### src/rtl/dmul_pkg.sv
package dmul_pkg;

  typedef logic [3:0] bcd_t;

  typedef enum logic [1:0] {
    ST_IDLE = 2'd0,
    ST_RUN  = 2'd1,
    ST_FIN  = 2'd2
  } dmul_state_e;

  // first multiple: from the set {0, 2X, 5X, 10X}
  typedef enum logic [1:0] {
    HI_ZERO = 2'd0,
    HI_X2   = 2'd1,
    HI_X5   = 2'd2,
    HI_X10  = 2'd3
  } hi_sel_e;

  // magnitude of second multiple: {0, 1X, 2X}
  typedef enum logic [1:0] {
    LO_ZERO = 2'd0,
    LO_X1   = 2'd1,
    LO_X2   = 2'd2
  } lo_sel_e;

  typedef struct packed {
    hi_sel_e hi;
    lo_sel_e lo;
    logic    lo_neg;
  } pp_sel_t;

  // split one multiplier digit into two easy multiples
  function automatic pp_sel_t split_digit(input bcd_t d);
    pp_sel_t s;
    s = '{hi: HI_ZERO, lo: LO_ZERO, lo_neg: 1'b0};
    case (d)
      4'd1: s = '{hi: HI_ZERO, lo: LO_X1,   lo_neg: 1'b0};
      4'd2: s = '{hi: HI_X2,   lo: LO_ZERO, lo_neg: 1'b0};
      4'd3: s = '{hi: HI_X2,   lo: LO_X1,   lo_neg: 1'b0};
      4'd4: s = '{hi: HI_X2,   lo: LO_X2,   lo_neg: 1'b0};
      4'd5: s = '{hi: HI_X5,   lo: LO_ZERO, lo_neg: 1'b0};
      4'd6: s = '{hi: HI_X5,   lo: LO_X1,   lo_neg: 1'b0};
      4'd7: s = '{hi: HI_X5,   lo: LO_X2,   lo_neg: 1'b0};
      4'd8: s = '{hi: HI_X10,  lo: LO_X2,   lo_neg: 1'b1};
      4'd9: s = '{hi: HI_X10,  lo: LO_X1,   lo_neg: 1'b1};
      default: s = '{hi: HI_ZERO, lo: LO_ZERO, lo_neg: 1'b0};
    endcase
    return s;
  endfunction

endpackage

### src/rtl/dmul_multiples.sv
// Carry-free doubler and quintupler on a BCD vector.
// Digit i of 2X depends only on digits i and i-1 of X; the same holds for 5X.
module dmul_multiples #(
  parameter int DIGITS = 16
) (
  input  logic [4*DIGITS-1:0]     x,
  output logic [4*(DIGITS+1)-1:0] x2,
  output logic [4*(DIGITS+1)-1:0] x5
);
  localparam int PW = 4 * (DIGITS + 2);

  logic [PW-1:0] xp;
  assign xp = {4'h0, x, 4'h0};

  for (genvar i = 0; i <= DIGITS; i++) begin : g_dig
    logic [3:0] own;
    logic [3:0] low;
    logic [4:0] twice;
    logic [3:0] twice_mod;
    assign own       = xp[4*(i+1) +: 4];
    assign low       = xp[4*i +: 4];
    assign twice     = {own, 1'b0};
    assign twice_mod = (twice >= 5'd10) ? 4'(twice - 5'd10) : twice[3:0];
    // 2X: (2*own mod 10) plus carry of one when the lower digit is 5 or more
    assign x2[4*i +: 4] = twice_mod + {3'b000, (low >= 4'd5)};
    // 5X: 5 when own digit is odd, plus half of the lower digit
    assign x5[4*i +: 4] = (own[0] ? 4'd5 : 4'd0) + {1'b0, low[3:1]};
  end

endmodule

### src/rtl/dmul_bcd_add.sv
// Ripple decimal adder; the carry out of the top digit is dropped (modulo 10^ND).
module dmul_bcd_add #(
  parameter int ND = 18
) (
  input  logic [4*ND-1:0] a,
  input  logic [4*ND-1:0] b,
  input  logic            cin,
  output logic [4*ND-1:0] sum
);
  logic [ND:0] c;
  assign c[0] = cin;

  for (genvar i = 0; i < ND; i++) begin : g_dig
    logic [4:0] raw;
    logic [4:0] fix;
    assign raw    = {1'b0, a[4*i +: 4]} + {1'b0, b[4*i +: 4]} + {4'b0000, c[i]};
    assign fix    = raw + 5'd6;
    assign c[i+1] = (raw > 5'd9);
    assign sum[4*i +: 4] = c[i+1] ? fix[3:0] : raw[3:0];
  end

endmodule

### src/rtl/dmul_pp_select.sv
// Chooses the two multiples for one multiplier digit and prepares them for the adders.
module dmul_pp_select
  import dmul_pkg::*;
#(
  parameter int DIGITS = 16,
  parameter int ACC    = DIGITS + 2
) (
  input  bcd_t                    digit,
  input  logic [4*DIGITS-1:0]     x,
  input  logic [4*(DIGITS+1)-1:0] x2,
  input  logic [4*(DIGITS+1)-1:0] x5,
  output logic [4*ACC-1:0]        hi_op,
  output logic [4*ACC-1:0]        lo_op,
  output logic                    lo_cin
);
  localparam int AW = 4 * ACC;

  pp_sel_t       sel;
  logic [AW-1:0] x1_e, x2_e, x5_e, x10_e;
  logic [AW-1:0] lo_mag;
  logic [AW-1:0] lo_nines;

  assign sel   = split_digit(digit);
  assign x1_e  = AW'(x);
  assign x2_e  = AW'(x2);
  assign x5_e  = AW'(x5);
  assign x10_e = AW'({x, 4'h0});

  always_comb begin
    case (sel.hi)
      HI_X2:   hi_op = x2_e;
      HI_X5:   hi_op = x5_e;
      HI_X10:  hi_op = x10_e;
      default: hi_op = '0;
    endcase
    case (sel.lo)
      LO_X1:   lo_mag = x1_e;
      LO_X2:   lo_mag = x2_e;
      default: lo_mag = '0;
    endcase
  end

  for (genvar i = 0; i < ACC; i++) begin : g_nine
    assign lo_nines[4*i +: 4] = 4'd9 - lo_mag[4*i +: 4];
  end

  // negative multiple: nine's complement across the full width plus one
  assign lo_op  = sel.lo_neg ? lo_nines : lo_mag;
  assign lo_cin = sel.lo_neg;

endmodule

### src/rtl/dec_mul_iter.sv
module dec_mul_iter
  import dmul_pkg::*;
#(
  parameter int DIGITS = 16
) (
  input  logic                    clk,
  input  logic                    rst_n,
  input  logic                    in_valid,
  output logic                    in_ready,
  input  logic [4*DIGITS-1:0]     multiplicand,
  input  logic [4*DIGITS-1:0]     multiplier,
  output logic                    busy,
  output logic                    done,
  output logic [8*DIGITS-1:0]     product
);
  localparam int ACC = DIGITS + 2;
  localparam int XW  = 4 * DIGITS;
  localparam int AW  = 4 * ACC;
  localparam int PW  = 8 * DIGITS;
  localparam int CW  = $clog2(DIGITS + 1);

  dmul_state_e         state;
  logic [XW-1:0]       x_q;
  logic [XW-1:0]       m_q;
  logic [AW-1:0]       acc_q;
  logic [XW-1:0]       low_q;
  logic [CW-1:0]       left_q;
  logic [CW-1:0]       steps_q;
  logic [PW-1:0]       prod_q;
  logic                done_q;

  // index of the highest nonzero digit plus one
  function automatic logic [CW-1:0] sig_digits(input logic [XW-1:0] v);
    logic [CW-1:0] n;
    n = '0;
    for (int i = 0; i < DIGITS; i++) begin
      if (v[4*i +: 4] != 4'h0) n = CW'(i + 1);
    end
    return n;
  endfunction

  logic [CW-1:0] n_in;
  assign n_in = sig_digits(multiplier);

  // multiples of the held multiplicand
  logic [4*(DIGITS+1)-1:0] x2, x5;
  dmul_multiples #(.DIGITS(DIGITS)) u_mult (
    .x  (x_q),
    .x2 (x2),
    .x5 (x5)
  );

  logic [AW-1:0] hi_op, lo_op;
  logic          lo_cin;
  dmul_pp_select #(.DIGITS(DIGITS), .ACC(ACC)) u_sel (
    .digit  (m_q[3:0]),
    .x      (x_q),
    .x2     (x2),
    .x5     (x5),
    .hi_op  (hi_op),
    .lo_op  (lo_op),
    .lo_cin (lo_cin)
  );

  logic [AW-1:0] part_sum, step_sum;
  dmul_bcd_add #(.ND(ACC)) u_add_hi (
    .a   (acc_q),
    .b   (hi_op),
    .cin (1'b0),
    .sum (part_sum)
  );
  dmul_bcd_add #(.ND(ACC)) u_add_lo (
    .a   (part_sum),
    .b   (lo_op),
    .cin (lo_cin),
    .sum (step_sum)
  );

  // final alignment: high digits sit in acc, low N digits at the top of low_q
  logic [PW-1:0] joined;
  logic [CW-1:0] skip;
  logic [PW-1:0] aligned;
  assign joined  = {acc_q[XW-1:0], low_q};
  assign skip    = CW'(DIGITS) - steps_q;
  assign aligned = joined >> {skip, 2'b00};

  always_ff @(posedge clk or negedge rst_n) begin
    if (!rst_n) begin
      state   <= ST_IDLE;
      x_q     <= '0;
      m_q     <= '0;
      acc_q   <= '0;
      low_q   <= '0;
      left_q  <= '0;
      steps_q <= '0;
      prod_q  <= '0;
      done_q  <= 1'b0;
    end else begin
      done_q <= 1'b0;
      case (state)
        ST_IDLE: begin
          if (in_valid) begin
            x_q     <= multiplicand;
            m_q     <= multiplier;
            acc_q   <= '0;
            low_q   <= '0;
            left_q  <= n_in;
            steps_q <= n_in;
            state   <= (n_in == '0) ? ST_FIN : ST_RUN;
          end
        end
        ST_RUN: begin
          acc_q  <= {4'h0, step_sum[AW-1:4]};
          low_q  <= {step_sum[3:0], low_q[XW-1:4]};
          m_q    <= {4'h0, m_q[XW-1:4]};
          left_q <= left_q - 1'b1;
          if (left_q == CW'(1)) state <= ST_FIN;
        end
        ST_FIN: begin
          prod_q <= aligned;
          done_q <= 1'b1;
          state  <= ST_IDLE;
        end
        default: state <= ST_IDLE;
      endcase
    end
  end

  assign in_ready = (state == ST_IDLE);
  assign busy     = (state != ST_IDLE);
  assign done     = done_q;
  assign product  = prod_q;

endmodule

### config.mk
export PLATFORM = sky130hd
export DESIGN_NAME = dec_mul_iter
export DESIGN_NICKNAME = d
export VERILOG_FILES = /design/src/rtl/dmul_pkg.sv /design/src/rtl/dmul_multiples.sv /design/src/rtl/dmul_bcd_add.sv /design/src/rtl/dmul_pp_select.sv /design/src/rtl/dec_mul_iter.sv
export SDC_FILE = /design/constraint.sdc
export NUM_CORES = 2
export LEC_CHECK = 0
export BUFFER_PORTS_ARGS = -buffer_cell sky130_fd_sc_hd__buf_2
export CAP_MARGIN = 15
export CORE_MARGIN = 4
export CORE_UTILIZATION = 45
export CTS_CLUSTER_DIAMETER = 50
export DETAILED_ROUTE_END_ITERATION = 10
export PLACE_DENSITY_LB_ADDON = 0.2
export SETUP_SLACK_MARGIN = 0.15
export SYNTH_ARGS = -nofsm -noshare
export SYNTH_HDL_FRONTEND = slang
export SYNTH_SLANG_ARGS = --single-unit
### constraint.sdc
create_clock -name clk -period 72.9 [get_ports clk]
set_input_delay 10.935 -clock clk [delete_from_list [all_inputs] [get_ports clk]]
set_output_delay 10.935 -clock clk [all_outputs]
set_load 0.03 [all_outputs]
### After elaboration in Yosys (flattened, before gate mapping)

Memories as Yosys holds them, arrays and structs flattened.
Cells that the tools add are included.

| storage, ports and cells | value |
|---|---|
| word-level logic and storage cells | 385 |
| bits in read-only memories | 80 |
| memories | 1 |
| bits in registers | 405 |
| output and inout port bits | 131 |
| bits in latches | 0 |
| memory bits (writable) | 0 |

Memories:

| name | depth | width | read ports | clocked after memory_dff | write ports | line | RTL |
|---|---|---|---|---|---|---|---|
| (name not given) | 16 | 5 | 1 | 0 | 0 | dmul_pkg.sv:36 | `case (d)` |

| cells by class | value |
|---|---|
| magnitude comparators | 68 |
| multiplexer cells | 100 |
| bitwise gates (word level) | 0 |
| add/sub/neg operators | 173 |
| shift-type cells | 1 |
| multiply operators | 0 |
| reduce and logical (&&, ||, !) cells | 23 |
| equality and inequality tests | 10 |
| divide/modulo/power cells | 0 |

Operators by type and width:

| kind | number |
|---|---|
| 64-bit one-hot mux with 2 select lines | 2 |
| 4-bit two-way mux | 52 |
| 68-bit one-hot mux with 3 select lines | 1 |
| 5-bit by 4-bit greater-than comparator with 1-bit output, second input constant | 36 |
| 4-bit by 4-bit adder with 5-bit output | 35 |
| 5-bit by 1-bit adder with 5-bit output | 35 |
| 4-bit by 3-bit adder with 4-bit output, second input constant | 36 |
| 72-bit two-way mux | 2 |
| 72-bit one-hot mux with 2 select lines | 1 |
| 65-bit one-hot mux with 2 select lines | 1 |
| 64-bit two-way mux | 2 |
| 128-bit by 7-bit >> shifter with 128-bit output | 1 |
| 5-bit by 4-bit >= comparator with 1-bit output, second input constant | 16 |
| 5-bit two-way mux | 15 |
| 4-bit by 3-bit >= comparator with 1-bit output, second input constant | 16 |
| 4-bit nonzero test | 16 |
| 4-bit subtractor, first input constant | 16 |
| 4-bit subtractor, second input constant | 16 |
| 3-bit by 3-bit adder with 4-bit output | 15 |
| 4-bit by 1-bit adder with 4-bit output | 15 |
| 3-bit two-way mux | 16 |
| 5-bit one-hot mux with 2 select lines | 1 |
| 2-bit equality test, second input constant | 4 |
| 2-bit two-way mux | 4 |
| other kinds (14) | 21 |

### Logic depth before layout (Yosys ltp)

| logic depth | value |
|---|---|
| depth in word-level cells | 46 |
| depth in mapped cells | 139 |

### Modules after synthesis

Synthesis repeated with hierarchy kept, for this count alone.

| unflattened totals | value |
|---|---|
| cells, all modules | 3870 |
| area total of the unflattened synthesis | 35466.5 um2 |

Modules (own cells, without submodules):

| module | area an instance (um2) | instances | cells an instance | sequential area each (um2) |
|---|---|---|---|---|
| dec_mul_iter | 21132.8 | 1 | 2036 | 10034.6 |
| dmul_bcd_add | 4330.4 | 2 | 518 | 0.0 |
| dmul_pp_select | 3392.0 | 1 | 502 | 0.0 |
| dmul_multiples | 2280.9 | 1 | 296 | 0.0 |

### Worst setup path before layout

Ideal clock, no wire load.

| timing | value |
|---|---|
| kind | register to register |
| start point | reg m_q[1] |
| end point | reg acc_q[64] |
| data arrival time | 27476 ps |
| cell stages (with the launch flop) | 138 |
| data required time | 72817 ps |
| setup time | 83 ps |
| path buffers | 2 |
| slack | 45341 ps |
| period minus slack after synthesis | 27559 ps |
| path through | dfrtp_1 > inv_1 > ha_1 > nand2b_1 > nor2_1 > nor3_1 > clkbuf_1 > buf_1 > nand2_1 > fa_1 > xor2_1 > ha_1 > a32oi_1 > a221oi_1 > fa_1 > inv_1 > fa_1 > xnor2_1 > [102 not listed] > inv_1 > fa_1 > xor2_2 > inv_2 > ha_1 > a21oi_4 > and3_4 > nor2_2 > nor2_1 > xor2_1 > ha_1 > or4b_2 > o21ai_0 > a32o_1 > a311oi_2 > a31oi_4 > fa_1 > o22ai_1 |

| on the way | value |
|---|---|
| cells in the longest elaborated chain, start to end | 45 |

Ends and longest elaborated chain:

| element | line | RTL |
|---|---|---|
| start: declaration | dec_mul_iter.sv:24 | `logic [XW-1:0] m_q;` |
| start signal: assignment | dec_mul_iter.sv:104 | `m_q <= multiplier;` |
| start signal: assignment | dec_mul_iter.sv:115 | `m_q <= {4'h0, m_q[XW-1:4]};` |
| memory 16 x 5 bit (*) | - |  |
| 2-bit equality test or 2-bit by 1-bit equality test with 1-bit output (tied branches) | dmul_pp_select.sv:30 | `case (sel.hi)` |
| 68-bit one-hot mux with 3 select lines | dmul_pp_select.sv:30 |  |
| 4-bit by 4-bit adder with 5-bit output | dmul_bcd_add.sv:16 | `assign raw = {1'b0, a[4*i +: 4]} + {1'b0, b[4*i +: 4]} + {4'b0000, c[i]};` |
| 5-bit by 4-bit greater-than comparator with 1-bit output or 4-bit by 3-bit adder with 4-bit output (tied branches) | dmul_bcd_add.sv:18, dmul_bcd_add.sv:17 |  |
| 5-bit by 1-bit adder with 5-bit output or 4-bit two-way mux (tied branches) | dmul_bcd_add.sv:16, dmul_bcd_add.sv:19 |  |
| 5-bit by 4-bit greater-than comparator with 1-bit output (tied with other cells) | dmul_bcd_add.sv:18 | `assign c[i+1] = (raw > 5'd9);` |
| 5-bit by 1-bit adder with 5-bit output or 4-bit two-way mux (tied branches) | dmul_bcd_add.sv:16, dmul_bcd_add.sv:19 |  |
| [29 not listed] | - |  |
| 5-bit by 1-bit adder with 5-bit output or 4-bit two-way mux (tied branches) | dmul_bcd_add.sv:16, dmul_bcd_add.sv:19 |  |
| 5-bit by 4-bit greater-than comparator with 1-bit output (tied with other cells) | dmul_bcd_add.sv:18 |  |
| 5-bit by 1-bit adder with 5-bit output or 4-bit two-way mux (tied branches) | dmul_bcd_add.sv:16, dmul_bcd_add.sv:19 |  |
| 5-bit by 4-bit greater-than comparator with 1-bit output or 4-bit by 4-bit adder with 5-bit output (tied branches) | dmul_bcd_add.sv:18, dmul_bcd_add.sv:16 |  |
| 5-bit by 1-bit adder with 5-bit output (*) | dmul_bcd_add.sv:16 |  |
| 4-bit by 3-bit adder with 4-bit output or 5-bit by 4-bit greater-than comparator with 1-bit output (tied branches) | dmul_bcd_add.sv:17, dmul_bcd_add.sv:18 |  |
| 4-bit two-way mux (*) | dmul_bcd_add.sv:19 | `assign sum[4*i +: 4] = c[i+1] ? fix[3:0] : raw[3:0];` |
| 72-bit one-hot mux with 2 select lines (*) | dec_mul_iter.sv:100 | `case (state)` |
| end signal: assignment | dec_mul_iter.sv:113 | `acc_q <= {4'h0, step_sum[AW-1:4]};` |
| end: declaration | dec_mul_iter.sv:25 | `logic [AW-1:0] acc_q;` |

Mark *: on every way between the ends. The rest lies on a longest branch, timed or not.
A chain may end at the register's enable or synchronous reset.

### Worst setup path after layout

| timing | value |
|---|---|
| start point | reg m_q[3] |
| end point | reg acc_q[64] |

Same word-level chain as after synthesis.

==> reports/metrics.cfg <==
[timing]
setup_viol = 0
tightest_slew_ns = 1.182
slew_headroom = 0.2100
tns_ns = 0
fin_crit_sh = 0.4261
rsz0062_at_grt = no
min_period_ns = 31.06
hold_viol = 0
drv_slew = 0
fmax_mhz = 32.19
fin_worst_skew_ns = 0.02196

[floorplan]
die_x_um = 276.7
die-area_mm2 = 0.07656
rows = 98
fp.dieH_um = 276.7
core_mm2 = 0.07149
io_pins = 262
initial_core_util = 0.4545

[setup_path]
critPathBufInv = 37
crit_path_start_kind = flip-flop
max_stage_delay_ns = 0.86
path_max_fanout = 70
worstPathArrival_ns = 31.61
crit_required_ns = 73.45
cp_top_family = adder cells
crit_type = flip-flop to flip-flop
cp-endpoint = acc_q[64]$_DFFE_PN0P_
worstSetupStartpoint = m_q[3]$_DFFE_PN0P_
reg2reg_depth = 135
r2r-start = m_q[3]$_DFFE_PN0P_
cp_slowest_cell = nand2_1
crit_cells = 135
r2r-end = acc_q[64]$_DFFE_PN0P_
endpoint_kind = flip-flop
r2r_slack_ns = 41.84

[routing]
num_vias = 28130
first_pass_iters = 8
wl_um = 98490
drt_iter0_markers = 3079
drcViolationCount = 0
detail-route-antenna-nets = 0
vias_per_cell = 5.812
drt-wirelength-per-cell_um = 20.35

[logic_synthesis]
synth_cells = 3737
async_flop_share = 1.000
netlist_area_mm2 = 0.03249
synth_edf_count = 0
yosys.cell_types.count = 78
ys_ff_latch = 401
synth_area_leaders = dfrtp_1, ha_1, nand2_1
seq_area_frac_synth = 0.3089
yosys.area.top_type = dfrtp_1
synth_fp_nets = 4173
yosys_warnings = 0
synth_flop_cell = dfrtp_1
syn_area_per_cell_um2 = 8.694
yosysTopAreaCellShare = 0.3089

[clock_tree]
clk-insertion-delay-late_ns = 0.63
cts.sink_count = 401
clk_path_buf_depth = 3
cts_resized = 0
root_buffer = clkbuf_16
post_cts_buffers = 0
cts_buffers = 57
cts_hold_buf = 0
tritoncts = done
cts.clk_slew.worst_paths_ns = 0.06
h-tree-depth = 2

[layout]
nets = 4280
synthToLayoutAreaGrowth_pct = 12.27
diodes = 0
drive_above_1_share = 0.1445

[global_routing]
antenna_found_initial = 0
grt_max_degree = 113
grt_pass1_vias = 26420
grtUsageTotal = 0.2497
grt_pass1_wl_um = 155500
overflow = 0

[outcome]
outcome = finished clean

[placement]
gp_congestion = 0.9238
port_buffers = 261
dpl.hpwl_um = 72500

[min_path]
holdCritPathClass = flip-flop to flip-flop

[flow_run]
drv_cap = 0

[logic make-up (layout without fill, tap and decap cells)]
group | after synthesis | count (layout) | share of synthesized area
xor gates and xnor gates | 171 | 171 | 0.04633
and+or+nand+nor | 1171 | 1171 | 0.1544
adders and majority gates | 305 | 305 | 0.1327
AOI/OAI and AO/OA | 1029 | 1029 | 0.2088
buffers and inverters | 419 | 572 | 0.05068
muxes | 241 | 241 | 0.09832
DFF | 401 | 401 | 0.3089
[stage by stage]
step                instances  area, um2  hold slack, ns  setup WS (ns)  utilization
finish                   4840      36480          0.4721          41.84       0.5103
global placement         4735      34430          0.4607          42.81       0.4816
floorplan                3737      32490          0.4603          45.34            -
CTS                      4840      36480          0.4809          41.93       0.5103
global route             4840      36480          0.4939          39.41       0.5103
detailed placement       4735      34430          0.4676          42.04       0.4816
[cell usage in the layout (no fill, tap or decap), types with 15 or more instances in the layout]
master / count
a31oi_1: 82
mux2i_1: 138
clkbuf_16: 58
xnor2_1: 141
o21ai_0: 230
ha_1: 236
nor3b_1: 19
buf_4: 40
nand3_1: 41
dfrtp_1: 400
buf_2: 260
o221ai_1: 15
fa_1: 66
nor2b_1: 35
inv_1: 162
and2_1: 23
nor2_1: 221
nand2_1: 690
a211oi_1: 42
nand2b_1: 36
a22o_1: 145
mux2_2: 45
xor2_1: 23
or2_2: 18
nor3_1: 29
o21ai_1: 43
o22ai_1: 19
a21o_1: 90
mux4_2: 58
a22oi_1: 54
a21oi_1: 201
a32oi_1: 22
[tightest hold or removal path, stage by stage, from the launching register on]
cell	delay, ns
dfrtp_1	0.34
nand2_1	0.04
o21ai_0	0.06
[sequential cells by signal (all words and copies together), names as in the netlist]
name	cells
m_q	64
steps_q	5
x_q	64
low_q	64
left_q	5
product	128
done	1
state	2
acc_q	68
[synth_stat cells, types with 15 or more instances]
| cell | number |
|---|---|
| nand2_1 | 690 |
| dfrtp_1 | 401 |
| ha_1 | 239 |
| o21ai_0 | 231 |
| nor2_1 | 224 |
| a21oi_1 | 201 |
| clkbuf_1 | 171 |
| inv_1 | 162 |
| a22o_1 | 145 |
| xnor2_1 | 144 |
| mux2i_1 | 138 |
| a21o_1 | 90 |
| a31oi_1 | 82 |
| fa_1 | 66 |
| mux4_2 | 58 |
| a22oi_1 | 54 |
| mux2_2 | 45 |
| buf_2 | 44 |
| a211oi_1 | 42 |
| o21ai_1 | 42 |
| nand3_1 | 41 |
| nand2b_1 | 38 |
| nor2b_1 | 36 |
| buf_1 | 34 |
| nor3_1 | 31 |
| xor2_1 | 26 |
| and2_1 | 24 |
| a32oi_1 | 22 |
| nor3b_1 | 19 |
| o22ai_1 | 19 |
| or2_2 | 19 |
| o221ai_1 | 15 |
[layer usage]
| metal | share of wire | vias to the layer above | GRT usage |
|---|---|---|---|
| li1 | - | 13470 | - |
| met1 | 0.48 | 13500 | 0.3835 |
| met2 | 0.42 | 1009 | 0.3654 |
| met3 | 0.070 | 152 | 0.03709 |
| met4 | 0.030 | 0 | 0.07028 |
| met5 | 0 | - | 0 |
[worst min-delay path by stage]
| stage | start | end | cells past startpoint |
|---|---|---|---|
| 4_1_cts | product[102]$_DFFE_PN0P_ | product[102]$_DFFE_PN0P_ | 2 |
| 2_1_floorplan | acc_q[66]$_DFFE_PN0P_ | acc_q[66]$_DFFE_PN0P_ | 1 |
| 6_report | product[97]$_DFFE_PN0P_ | product[97]$_DFFE_PN0P_ | 2 |
| 3_3_place_gp | product[97]$_DFFE_PN0P_ | product[97]$_DFFE_PN0P_ | 2 |
| 3_5_place_dp | product[102]$_DFFE_PN0P_ | product[102]$_DFFE_PN0P_ | 2 |
| 5_1_grt | product[104]$_DFFE_PN0P_ | product[104]$_DFFE_PN0P_ | 2 |
[final cells by class]
type | instances | area [um2]
fill | 6839 | 35010
sequential | 401 | 10040
multi-input combinational | 2917 | 20960
timing repair buffer | 301 | 1617
inverter | 166 | 623.1
clock buffer | 67 | 1545
clock inverter | 38 | 504.2
tap | 950 | 1189
Power is left out: the tool's default activity adds up to more than one toggle a clock period on the data nets, which glitch-free logic cannot reach.
